[src/rtl/pclk_div_pkg.sv]
package pclk_div_pkg;

  // Width of the divide (shift) field and of the prescaler it selects from
  localparam int DIV_W = 2;
  localparam int PRE_W = (1 << DIV_W) - 1;

  // Control word layout
  localparam int CTRL_W     = 32;
  localparam int ID_FIELD_W = 6;
  localparam int ID_LSB     = 0;
  localparam int CMD_BIT    = 12;
  localparam int DIV_LSB    = 16;
  localparam int EN_BIT     = 28;

  typedef struct packed {
    logic             en;
    logic [DIV_W-1:0] div;
  } slot_cfg_t;

  // True when the prescaler phase is a multiple of 2**div
  function automatic logic pclk_tick_hit(input logic [PRE_W-1:0] cnt,
                                         input logic [DIV_W-1:0] div);
    logic [PRE_W-1:0] mask;
    mask = PRE_W'((32'd1 << div) - 32'd1);
    return (cnt & mask) == '0;
  endfunction

  function automatic logic [ID_FIELD_W-1:0] pclk_word_id(input logic [CTRL_W-1:0] w);
    return w[ID_LSB +: ID_FIELD_W];
  endfunction

  function automatic slot_cfg_t pclk_word_cfg(input logic [CTRL_W-1:0] w);
    slot_cfg_t c;
    c.en  = w[EN_BIT];
    c.div = w[DIV_LSB +: DIV_W];
    return c;
  endfunction

  function automatic logic [CTRL_W-1:0] pclk_pack_rd(input logic [ID_FIELD_W-1:0] id,
                                                     input slot_cfg_t c);
    logic [CTRL_W-1:0] w;
    w = '0;
    w[ID_LSB +: ID_FIELD_W] = id;
    w[DIV_LSB +: DIV_W]     = c.div;
    w[EN_BIT]               = c.en;
    return w;
  endfunction

endpackage

[src/rtl/pclk_prescaler.sv]
module pclk_prescaler
  import pclk_div_pkg::*;
(
  input  logic             clk,
  input  logic             rst_n,
  output logic [PRE_W-1:0] pre_cnt,
  output logic             pre_wrap
);

  logic [PRE_W-1:0] cnt_q;

  always_ff @(posedge clk or negedge rst_n) begin
    if (!rst_n) cnt_q <= '0;
    else        cnt_q <= cnt_q + 1'b1;
  end

  assign pre_cnt  = cnt_q;
  assign pre_wrap = (cnt_q == '1);


  wrap_to_zero_chk: assert property (@(posedge clk) disable iff (!rst_n)
    pre_wrap |=> (pre_cnt == '0));

endmodule

[src/rtl/pclk_slot.sv]
module pclk_slot
  import pclk_div_pkg::*;
#(
  parameter int IDX   = 0,
  parameter int FIXED = 2
) (
  input  logic             clk,
  input  logic             rst_n,
  input  logic             wr_hit,
  input  slot_cfg_t        wr_cfg,
  input  logic             pre_wrap,
  input  logic [PRE_W-1:0] pre_cnt,
  output slot_cfg_t        cfg_out,
  output logic             clk_en
);

  generate
    if (IDX < FIXED) begin : g_fixed
      logic unused_fixed;
      assign unused_fixed = ^{clk, rst_n, wr_hit, wr_cfg, pre_wrap, pre_cnt};
      assign cfg_out.en   = 1'b1;
      assign cfg_out.div  = '0;
      assign clk_en       = 1'b1;
    end else begin : g_live
      slot_cfg_t        cfg_q;
      logic [DIV_W-1:0] act_div_q;

      always_ff @(posedge clk or negedge rst_n) begin
        if (!rst_n) begin
          cfg_q     <= '0;
          act_div_q <= '0;
        end else begin
          if (wr_hit)   cfg_q     <= wr_cfg;
          if (pre_wrap) act_div_q <= cfg_q.div;
        end
      end

      assign cfg_out = cfg_q;
      assign clk_en  = cfg_q.en & pclk_tick_hit(pre_cnt, act_div_q);


      cfg_hold_chk: assert property (@(posedge clk) disable iff (!rst_n)
        !wr_hit |=> $stable(cfg_out));


      act_hold_chk: assert property (@(posedge clk) disable iff (!rst_n)
        !pre_wrap |=> $stable(act_div_q));
    end
  endgenerate

endmodule

[src/rtl/pclk_regif.sv]
module pclk_regif
  import pclk_div_pkg::*;
#(
  parameter int NUM   = 64,
  parameter int FIXED = 2
) (
  input  logic                    clk,
  input  logic                    rst_n,
  input  logic                    wr_en,
  input  logic [CTRL_W-1:0]       wr_data,
  input  slot_cfg_t [NUM-1:0]     cfg_vec,
  output logic                    wr_cmd,
  output logic [ID_FIELD_W-1:0]   wr_id,
  output slot_cfg_t               wr_cfg,
  output logic [CTRL_W-1:0]       rd_data
);

  logic [ID_FIELD_W-1:0] sel_q;
  logic                  unused_bits;

  assign wr_id       = pclk_word_id(wr_data);
  assign wr_cfg      = pclk_word_cfg(wr_data);
  assign wr_cmd      = wr_en & wr_data[CMD_BIT];
  assign unused_bits = ^wr_data;

  always_ff @(posedge clk or negedge rst_n) begin
    if (!rst_n)     sel_q <= '0;
    else if (wr_en) sel_q <= wr_id;
  end

  always_comb begin
    if (int'(sel_q) < NUM) rd_data = pclk_pack_rd(sel_q, cfg_vec[sel_q]);
    else                   rd_data = pclk_pack_rd(sel_q, '0);
  end


  fixed_rd_chk: assert property (@(posedge clk) disable iff (!rst_n)
    (int'(rd_data[ID_LSB +: ID_FIELD_W]) < FIXED) |->
      (rd_data[EN_BIT] && rd_data[DIV_LSB +: DIV_W] == '0));

endmodule

[src/rtl/pclk_div_ctrl.sv]
module pclk_div_ctrl
  import pclk_div_pkg::*;
#(
  parameter int NUM_PERIPH = 64,
  parameter int FIXED_IDS  = 2
) (
  input  logic                  clk,
  input  logic                  rst_n,
  input  logic                  wr_en,
  input  logic [31:0]           wr_data,
  output logic [31:0]           rd_data,
  output logic [NUM_PERIPH-1:0] clk_en
);

  localparam int ID_W = (NUM_PERIPH > 1) ? $clog2(NUM_PERIPH) : 1;

  logic                  wr_cmd;
  logic [ID_FIELD_W-1:0] wr_id;
  slot_cfg_t             wr_cfg;
  logic [PRE_W-1:0]      pre_cnt;
  logic                  pre_wrap;
  slot_cfg_t [NUM_PERIPH-1:0] cfg_vec;
  logic [NUM_PERIPH-1:0] wr_hit;

  pclk_prescaler u_pre (
    .clk      (clk),
    .rst_n    (rst_n),
    .pre_cnt  (pre_cnt),
    .pre_wrap (pre_wrap)
  );

  pclk_regif #(.NUM(NUM_PERIPH), .FIXED(FIXED_IDS)) u_regif (
    .clk     (clk),
    .rst_n   (rst_n),
    .wr_en   (wr_en),
    .wr_data (wr_data),
    .cfg_vec (cfg_vec),
    .wr_cmd  (wr_cmd),
    .wr_id   (wr_id),
    .wr_cfg  (wr_cfg),
    .rd_data (rd_data)
  );

  for (genvar i = 0; i < NUM_PERIPH; i++) begin : g_slot
    assign wr_hit[i] = wr_cmd & (wr_id == ID_FIELD_W'(i));

    pclk_slot #(.IDX(i), .FIXED(FIXED_IDS)) u_slot (
      .clk      (clk),
      .rst_n    (rst_n),
      .wr_hit   (wr_hit[i]),
      .wr_cfg   (wr_cfg),
      .pre_wrap (pre_wrap),
      .pre_cnt  (pre_cnt),
      .cfg_out  (cfg_vec[i]),
      .clk_en   (clk_en[i])
    );
  end


  cmd_apply_chk: assert property (@(posedge clk) disable iff (!rst_n)
    (wr_en && wr_data[CMD_BIT] && int'(wr_data[ID_W-1:0]) >= FIXED_IDS) |=>
      (rd_data[EN_BIT] == $past(wr_data[EN_BIT]) &&
       rd_data[DIV_LSB +: DIV_W] == $past(wr_data[DIV_LSB +: DIV_W])));


  sel_latch_chk: assert property (@(posedge clk) disable iff (!rst_n)
    wr_en |=> (rd_data[ID_LSB +: ID_FIELD_W] == $past(wr_data[ID_LSB +: ID_FIELD_W])));


  disable_gate_chk: assert property (@(posedge clk) disable iff (!rst_n)
    (wr_en && wr_data[CMD_BIT] && !wr_data[EN_BIT] &&
     int'(wr_data[ID_W-1:0]) >= FIXED_IDS) |=> !clk_en[$past(wr_data[ID_W-1:0])]);

endmodule

[config.mk]
export PLATFORM = sky130hd
export DESIGN_NAME = pclk_div_ctrl
export DESIGN_NICKNAME = d
export VERILOG_FILES = /design/src/rtl/pclk_div_pkg.sv /design/src/rtl/pclk_prescaler.sv /design/src/rtl/pclk_slot.sv /design/src/rtl/pclk_regif.sv /design/src/rtl/pclk_div_ctrl.sv
export SDC_FILE = /design/constraint.sdc
export NUM_CORES = 1
export LEC_CHECK = 0
export BUFFER_PORTS_ARGS = -buffer_cell sky130_fd_sc_hd__buf_2
export CORE_MARGIN = 1
export CORE_UTILIZATION = 30
export DETAILED_ROUTE_END_ITERATION = 8
export HOLD_SLACK_MARGIN = 0.05
export PLACE_DENSITY = 0.5
export SLEW_MARGIN = 20
export SYNTH_ARGS = -nofsm -noshare
export SYNTH_HDL_FRONTEND = slang
export SYNTH_SLANG_ARGS = --single-unit
export TNS_END_PERCENT = 5
[constraint.sdc]
create_clock -name clk -period 5.8 [get_ports clk]
set_clock_uncertainty 0.2 [all_clocks]
set_input_delay 0.58 -clock clk [delete_from_list [all_inputs] [get_ports clk]]
set_output_delay 0.58 -clock clk [all_outputs]
set_load 0.02 [all_outputs]
# Word-level counts from Yosys, hierarchy flattened
# Cells that the tools add are included.
dict set report word_totals {
  ff_bits 319
  out_inout_bits 96
  wordCells 628
  in_bits 35
}
dict set report classes {
  n_reduce_logical 62
  n_shift 62
  n_addsub 63
  muxes 2
  bitwise 187
  magnitude_cmp 1
  eq_ne 63
}
# operator n
set ops {}
lappend ops {{$eq 6x6->1 const B} 32}
lappend ops {{$and 3x3->3} 62}
lappend ops {{$logic_not 3->1} 62}
lappend ops {{$shl 1x2->3 const A} 62}
lappend ops {{$sub 3x1->3 const B} 62}
lappend ops {{$and 1x1->1} 125}
lappend ops {{$eq 6x5->1 const B} 16}
lappend ops {{$eq 6x4->1 const B} 8}
lappend ops {{$eq 6x3->1 const B} 4}
lappend ops {{$bmux 3 s6} 1}
lappend ops {{$eq 6x2->1 const B} 2}
lappend ops {{$lt 6x7->1 const B} 1}
lappend ops {{$add 3x1->3 const B} 1}
lappend ops {{$eq 3x3->1 const B} 1}
lappend ops {{$mux 3} 1}

# Logic depth before layout (Yosys ltp)
dict set report depth {
  depth_word 5
  depth_mapped 9
  mapped_depth_nobuf 5
}

# By module
# Synthesis repeated with hierarchy kept, for this count alone.
dict set report hier_totals {
  cells_unflattened 1228
  area_unflattened_um2 15341.0
}
# module n_inst seq_area_each_um2 cells_per_inst area_each_um2
set modules_own_cells {}
lappend modules_own_cells {{pclk_slot (g_slot[10].u_slot ...)} 62 125.1 15 202.7}
lappend modules_own_cells {pclk_regif 1 150.1 187 2125.8}
lappend modules_own_cells {pclk_div_ctrl 1 0.0 93 469.2}
lappend modules_own_cells {pclk_prescaler 1 75.1 6 103.8}
lappend modules_own_cells {{pclk_slot (g_slot[0].u_slot ...)} 2 0.0 6 37.5}

# Least setup slack after synthesis
# OpenSTA, ideal clock, no wires.
dict set report synth_timing {
  path_type {flip-flop to output port}
  start {register u_regif.sel_q[0]}
  end {output rd_data[16]}
  slack_ps 2858
  path_stages_with_launch 10
  t_arrival_ps 2162
  cell_sequence {dfrtp_1 -> buf_6 -> buf_12 -> buf_2 -> buf_2 -> mux2i_1 -> nor2_1 -> a211oi_1 -> a211oi_1 -> o32a_1}
}
dict set report synth_via {
  elab_chain_len 2
}
# item line_no
set synth_lines {}
lappend synth_lines {{from (decl)} pclk_regif.sv:18} ;# logic [ID_FIELD_W-1:0] sel_q;
lappend synth_lines {{from (signal assigned)} pclk_regif.sv:28} ;# else if (wr_en) sel_q <= wr_id;
lappend synth_lines {{$bmux 3 s6} pclk_regif.sv:32} ;# if (int'(sel_q) < NUM) rd_data = pclk_pack_rd(sel_q, cfg_vec[sel_q]);
lappend synth_lines {{$mux 3 (not written as such)} pclk_regif.sv:32}
lappend synth_lines {{to (decl)} pclk_div_ctrl.sv:11} ;# output logic [31:0] rd_data,
# No other way between the ends. The select of a mux whose other input is x is not followed.

# Worst setup path after layout
dict set report layout_timing {
  start {register u_regif.sel_q[2]}
  end {output rd_data[17]}
}
# The elaborated chain is that of the path after synthesis.

==> qor.log <==
qor: setup_path.worstSetupStartpointType register
qor: place.post-dp-hpwl 27,950 µm
qor: detailed_routing.initialDrtViolationCount 532
qor: die.std_cell_rows 83
qor: worst_hold_path.hold_path_depth 2
qor: grt.grt-ovfl-total 0
qor: detailed_routing.drt.antenna.violating_nets 0
qor: clocking.post_cts_resized 0
qor: synthesis.post_synth_edffs 0
qor: pwr.total_power 5.512 mW
qor: worst_hold_path.hold_class in -> reg
qor: outcome.run_status finished, final reports clean
qor: synthesis.biggest_area_consumer_among_synthesized_cells sky130_fd_sc_hd__dfrtp_1
qor: setup_path.timing.critical_path.arrival 3.54 ns
qor: setup_path.number_of_cells_on_the_worst_reg_to_reg_path 4
qor: detailed_routing.routed-via-count 9,855
qor: clocking.cts_made_buffers 37
qor: setup_path.timing_worst_setup_path_type reg -> out
qor: place.gp_congestion 0.7908
qor: finish.nets 1,297
qor: die.floorplan.die_area 53,560 µm²
qor: synthesis.yosysUniqueCellTypes 40
qor: pwr.powerDensity 313.7 nW/µm²
qor: detailed_routing.detail_route.wirelength 43,820 µm
qor: finish.layout-area-overhead-vs-synth 11.27%
qor: synthesis.synth-async-reset-ratio 100.0%
qor: setup_path.endpoint_kind primary output
qor: setup_path.path_max_fanout 18
qor: synthesis.synth_seq_area_share 50.55%
qor: timing.setup_ws_final 1.477 ns
qor: synthesis.synth_top_area_share 50.55%
qor: synthesis.synthesis.yosys.warnings 0
qor: clocking.number_of_sinks_on_the_clock_net 319
qor: timing.final-setup-viol-count 0
qor: clocking.htree_num_levels 2
qor: grt.via_count_of_the_first_global_routing_pass 10,061
qor: timing.unrepaired_setup_endpoints_after_global_routing no
qor: synthesis.syn_area 15,790 µm²
qor: pwr.power_leakage 8.758 nW
qor: timing.slew_violations 0
qor: synthesis.yosys_reg_bits 319
qor: detailed_routing.detail_route.first_pass.iterations 4
qor: die.dieWidth 231.4 µm
qor: grt.grt_start_max_net_pins 129
qor: timing.fin_crit 4.323 ns
qor: setup_path.crit_required 5.02 ns
qor: die.chipHeight 231.4 µm
qor: timing.max_freq 231.3 MHz
qor: synthesis.avgSynthCellArea 12.53 µm²
qor: clocking.cts_buffer_depth 3
qor: synthesis.ys_top_cells_by_area sky130_fd_sc_hd__dfrtp_1 51%, sky130_fd_sc_hd__mux2_2 23%, sky130_fd_sc_hd__mux4_2 5.7%, sky130_fd_sc_hd__buf_4 4.1%, sky130_fd_sc_hd__a21o_1 2.9%
qor: grt.grt_antenna_before_repair 5
qor: place.placement.io_buffers 83
qor: grt.grt_use_total 16.60%
qor: synthesis.synthesis.instances 1,260
qor: timing.finalCritPeriodShare 74.53%
qor: clocking.cts_root_buffer sky130_fd_sc_hd__clkbuf_16
qor: run.drv_cap 0
qor: timing.hold_violations 0
qor: clocking.cts_tree built
qor: clocking.clk_pin_slew 0.06 ns
qor: detailed_routing.vias_per_cell 5.008
qor: detailed_routing.per_cell_routed_wire_length 22.26 µm
qor: clocking.insertion_delay_to_the_later_sink_of_the_worst_skew_pair 0.55 ns
qor: timing.slew-limit-headroom 19.11%
qor: finish.post_layout_nonfiller_instances 1,968
qor: timing.tightestPinTransition 1.204 ns
qor: place.dp.cells 1,900
qor: pwr.irDropWorstVdd 0.0001632 V
qor: die.boundaryPins 131
qor: synthesis.yosys_most_used_dff sky130_fd_sc_hd__dfrtp_1
qor: finish.final_layout_size_suffix_gt1_share 41.14%
qor: place.dpl_worst_slack 2.097 ns
qor: timing.setup-tns-final 0 ns
qor: detailed_routing.drc 0
qor: grt.grt_first_pass_wirelength 66,650 µm
qor: die.core_region_area 51,610 µm²
qor: die.initial_utilization 30.60%
-- worst paths after layout --
kind                                                  startpoint                                    end  slack, ns
setup / recovery                                u_regif.sel_q[2]                            rd_data[17]       1.48
hold / removal                                        wr_data[5]                       u_regif.sel_q[5]       0.15
setup reg to reg                                u_pre.pre_cnt[0]  g_slot[28].u_slot.g_live.act_div_q[0]       2.46
hold reg to reg            g_slot[10].u_slot.g_live.act_div_q[0]  g_slot[10].u_slot.g_live.act_div_q[0]       0.31
max in group asynchronous                                  rst_n  g_slot[40].u_slot.g_live.act_div_q[1]       3.86
min in group asynchronous                                  rst_n            g_slot[8].u_slot.cfg_out[2]       0.41
-- critical path, stage by stage, from the launching register on --
cell and delay [ns]:
sky130_fd_sc_hd__dfrtp_1 0.98, sky130_fd_sc_hd__buf_4 0.35, sky130_fd_sc_hd__mux2_2 0.37, sky130_fd_sc_hd__o21a_1 0.17
sky130_fd_sc_hd__o21ai_0 0.28, sky130_fd_sc_hd__o21ai_0 0.24, sky130_fd_sc_hd__o32a_1 0.40, sky130_fd_sc_hd__buf_2 0.19
-- power by group --
group / switching [mW] / internal (mW) / total [mW]
Clock: 0.934 / 1.36 / 2.29
Sequential: 0.176 / 2.41 / 2.58
Combinational: 0.339 / 0.300 / 0.638
Total: 1.45 / 4.06 / 5.51
-- cells by family after synthesis --
logic type | after synthesis | share of synthesized area [%]
other | 2 | 0.04755
buffers and inverters | 169 | 6.306
AOI/OAI and AO/OA | 215 | 8.200
DFF | 319 | 50.55
muxes | 379 | 30.15
adders and majority gates | 2 | 0.1584
and+or+nand+nor | 174 | 4.595
-- synthesized netlist by cell type, types with 3 or more instances --
cell,instances
sky130_fd_sc_hd__a211oi_1,6
sky130_fd_sc_hd__a21o_1,61
sky130_fd_sc_hd__a21oi_1,66
sky130_fd_sc_hd__a31oi_1,3
sky130_fd_sc_hd__buf_1,8
sky130_fd_sc_hd__buf_2,9
sky130_fd_sc_hd__buf_4,87
sky130_fd_sc_hd__clkbuf_1,61
sky130_fd_sc_hd__dfrtp_1,319
sky130_fd_sc_hd__mux2_2,321
sky130_fd_sc_hd__mux2i_1,14
sky130_fd_sc_hd__mux4_1,4
sky130_fd_sc_hd__mux4_2,40
sky130_fd_sc_hd__nand2_1,112
sky130_fd_sc_hd__nand2b_1,8
sky130_fd_sc_hd__nor2_1,28
sky130_fd_sc_hd__nor2b_1,5
sky130_fd_sc_hd__nor3_1,8
sky130_fd_sc_hd__o21ai_0,66
sky130_fd_sc_hd__or2_2,4
-- state kept, by name, summed over array words and instances (netlist names) --
| signal | count |
|---|---|
| u_regif.sel_q | 6 |
| u_pre.pre_cnt | 3 |
| g_slot.u_slot.cfg_out | 186 |
| g_slot.u_slot.g_live.act_div_q | 124 |
-- metal layers --
| layer | track usage (%) | vias up | part of all wire, % |
|---|---|---|---|
| li1 | - | 4422 | - |
| met1 | 22.43 | 5144 | 46 |
| met2 | 26.72 | 219 | 48 |
| met3 | 3.248 | 66 | 4.6 |
| met4 | 5.091 | 4 | 2.3 |
| met5 | 0 | - | 0.052 |
-- per-stage QoR --
stage          instance area (µm²)  util, %  hold slack [ns]
2_1_floorplan                15880        -          0.08441
3_3_place_gp                 16390    31.75           0.2956
3_5_place_dp                 16390    31.75           0.3037
4_1_cts                      17570    34.04           0.1222
5_1_grt                      17570    34.05           0.1541
6_report                     17570    34.05           0.1517
-- area by class of cell --
cell class,count,area (µm²)
fill,5088,34040
sequential,319,7991
multi-input combinational,795,6918
clock buffer,56,1067
tap,680,850.8
timing repair buffer,105,630.6
clock inverter,9,102.6
inverter,2,7.507
antenna,2,5.005
-- cell usage in the layout, fill, tap and decap left out, types with 18 or more instances in the layout --
master / n
sky130_fd_sc_hd__mux2_2: 321
sky130_fd_sc_hd__dfrtp_1: 314
sky130_fd_sc_hd__nand2_1: 112
sky130_fd_sc_hd__buf_2: 82
sky130_fd_sc_hd__a21oi_1: 66
sky130_fd_sc_hd__o21ai_0: 66
sky130_fd_sc_hd__a21o_1: 61
sky130_fd_sc_hd__mux4_2: 40
sky130_fd_sc_hd__clkbuf_16: 37
sky130_fd_sc_hd__nor2_1: 28
sky130_fd_sc_hd__conb_1: 25
sky130_fd_sc_hd__buf_4: 18
-- repair_timing --
action / 4_1_cts / 5_1_grt
hold buffers: 1 / 0
setup buffers: 0 / 0
hold endpoints to repair: 78 / 0
Note: power is estimated with default switching activity, not from simulation.
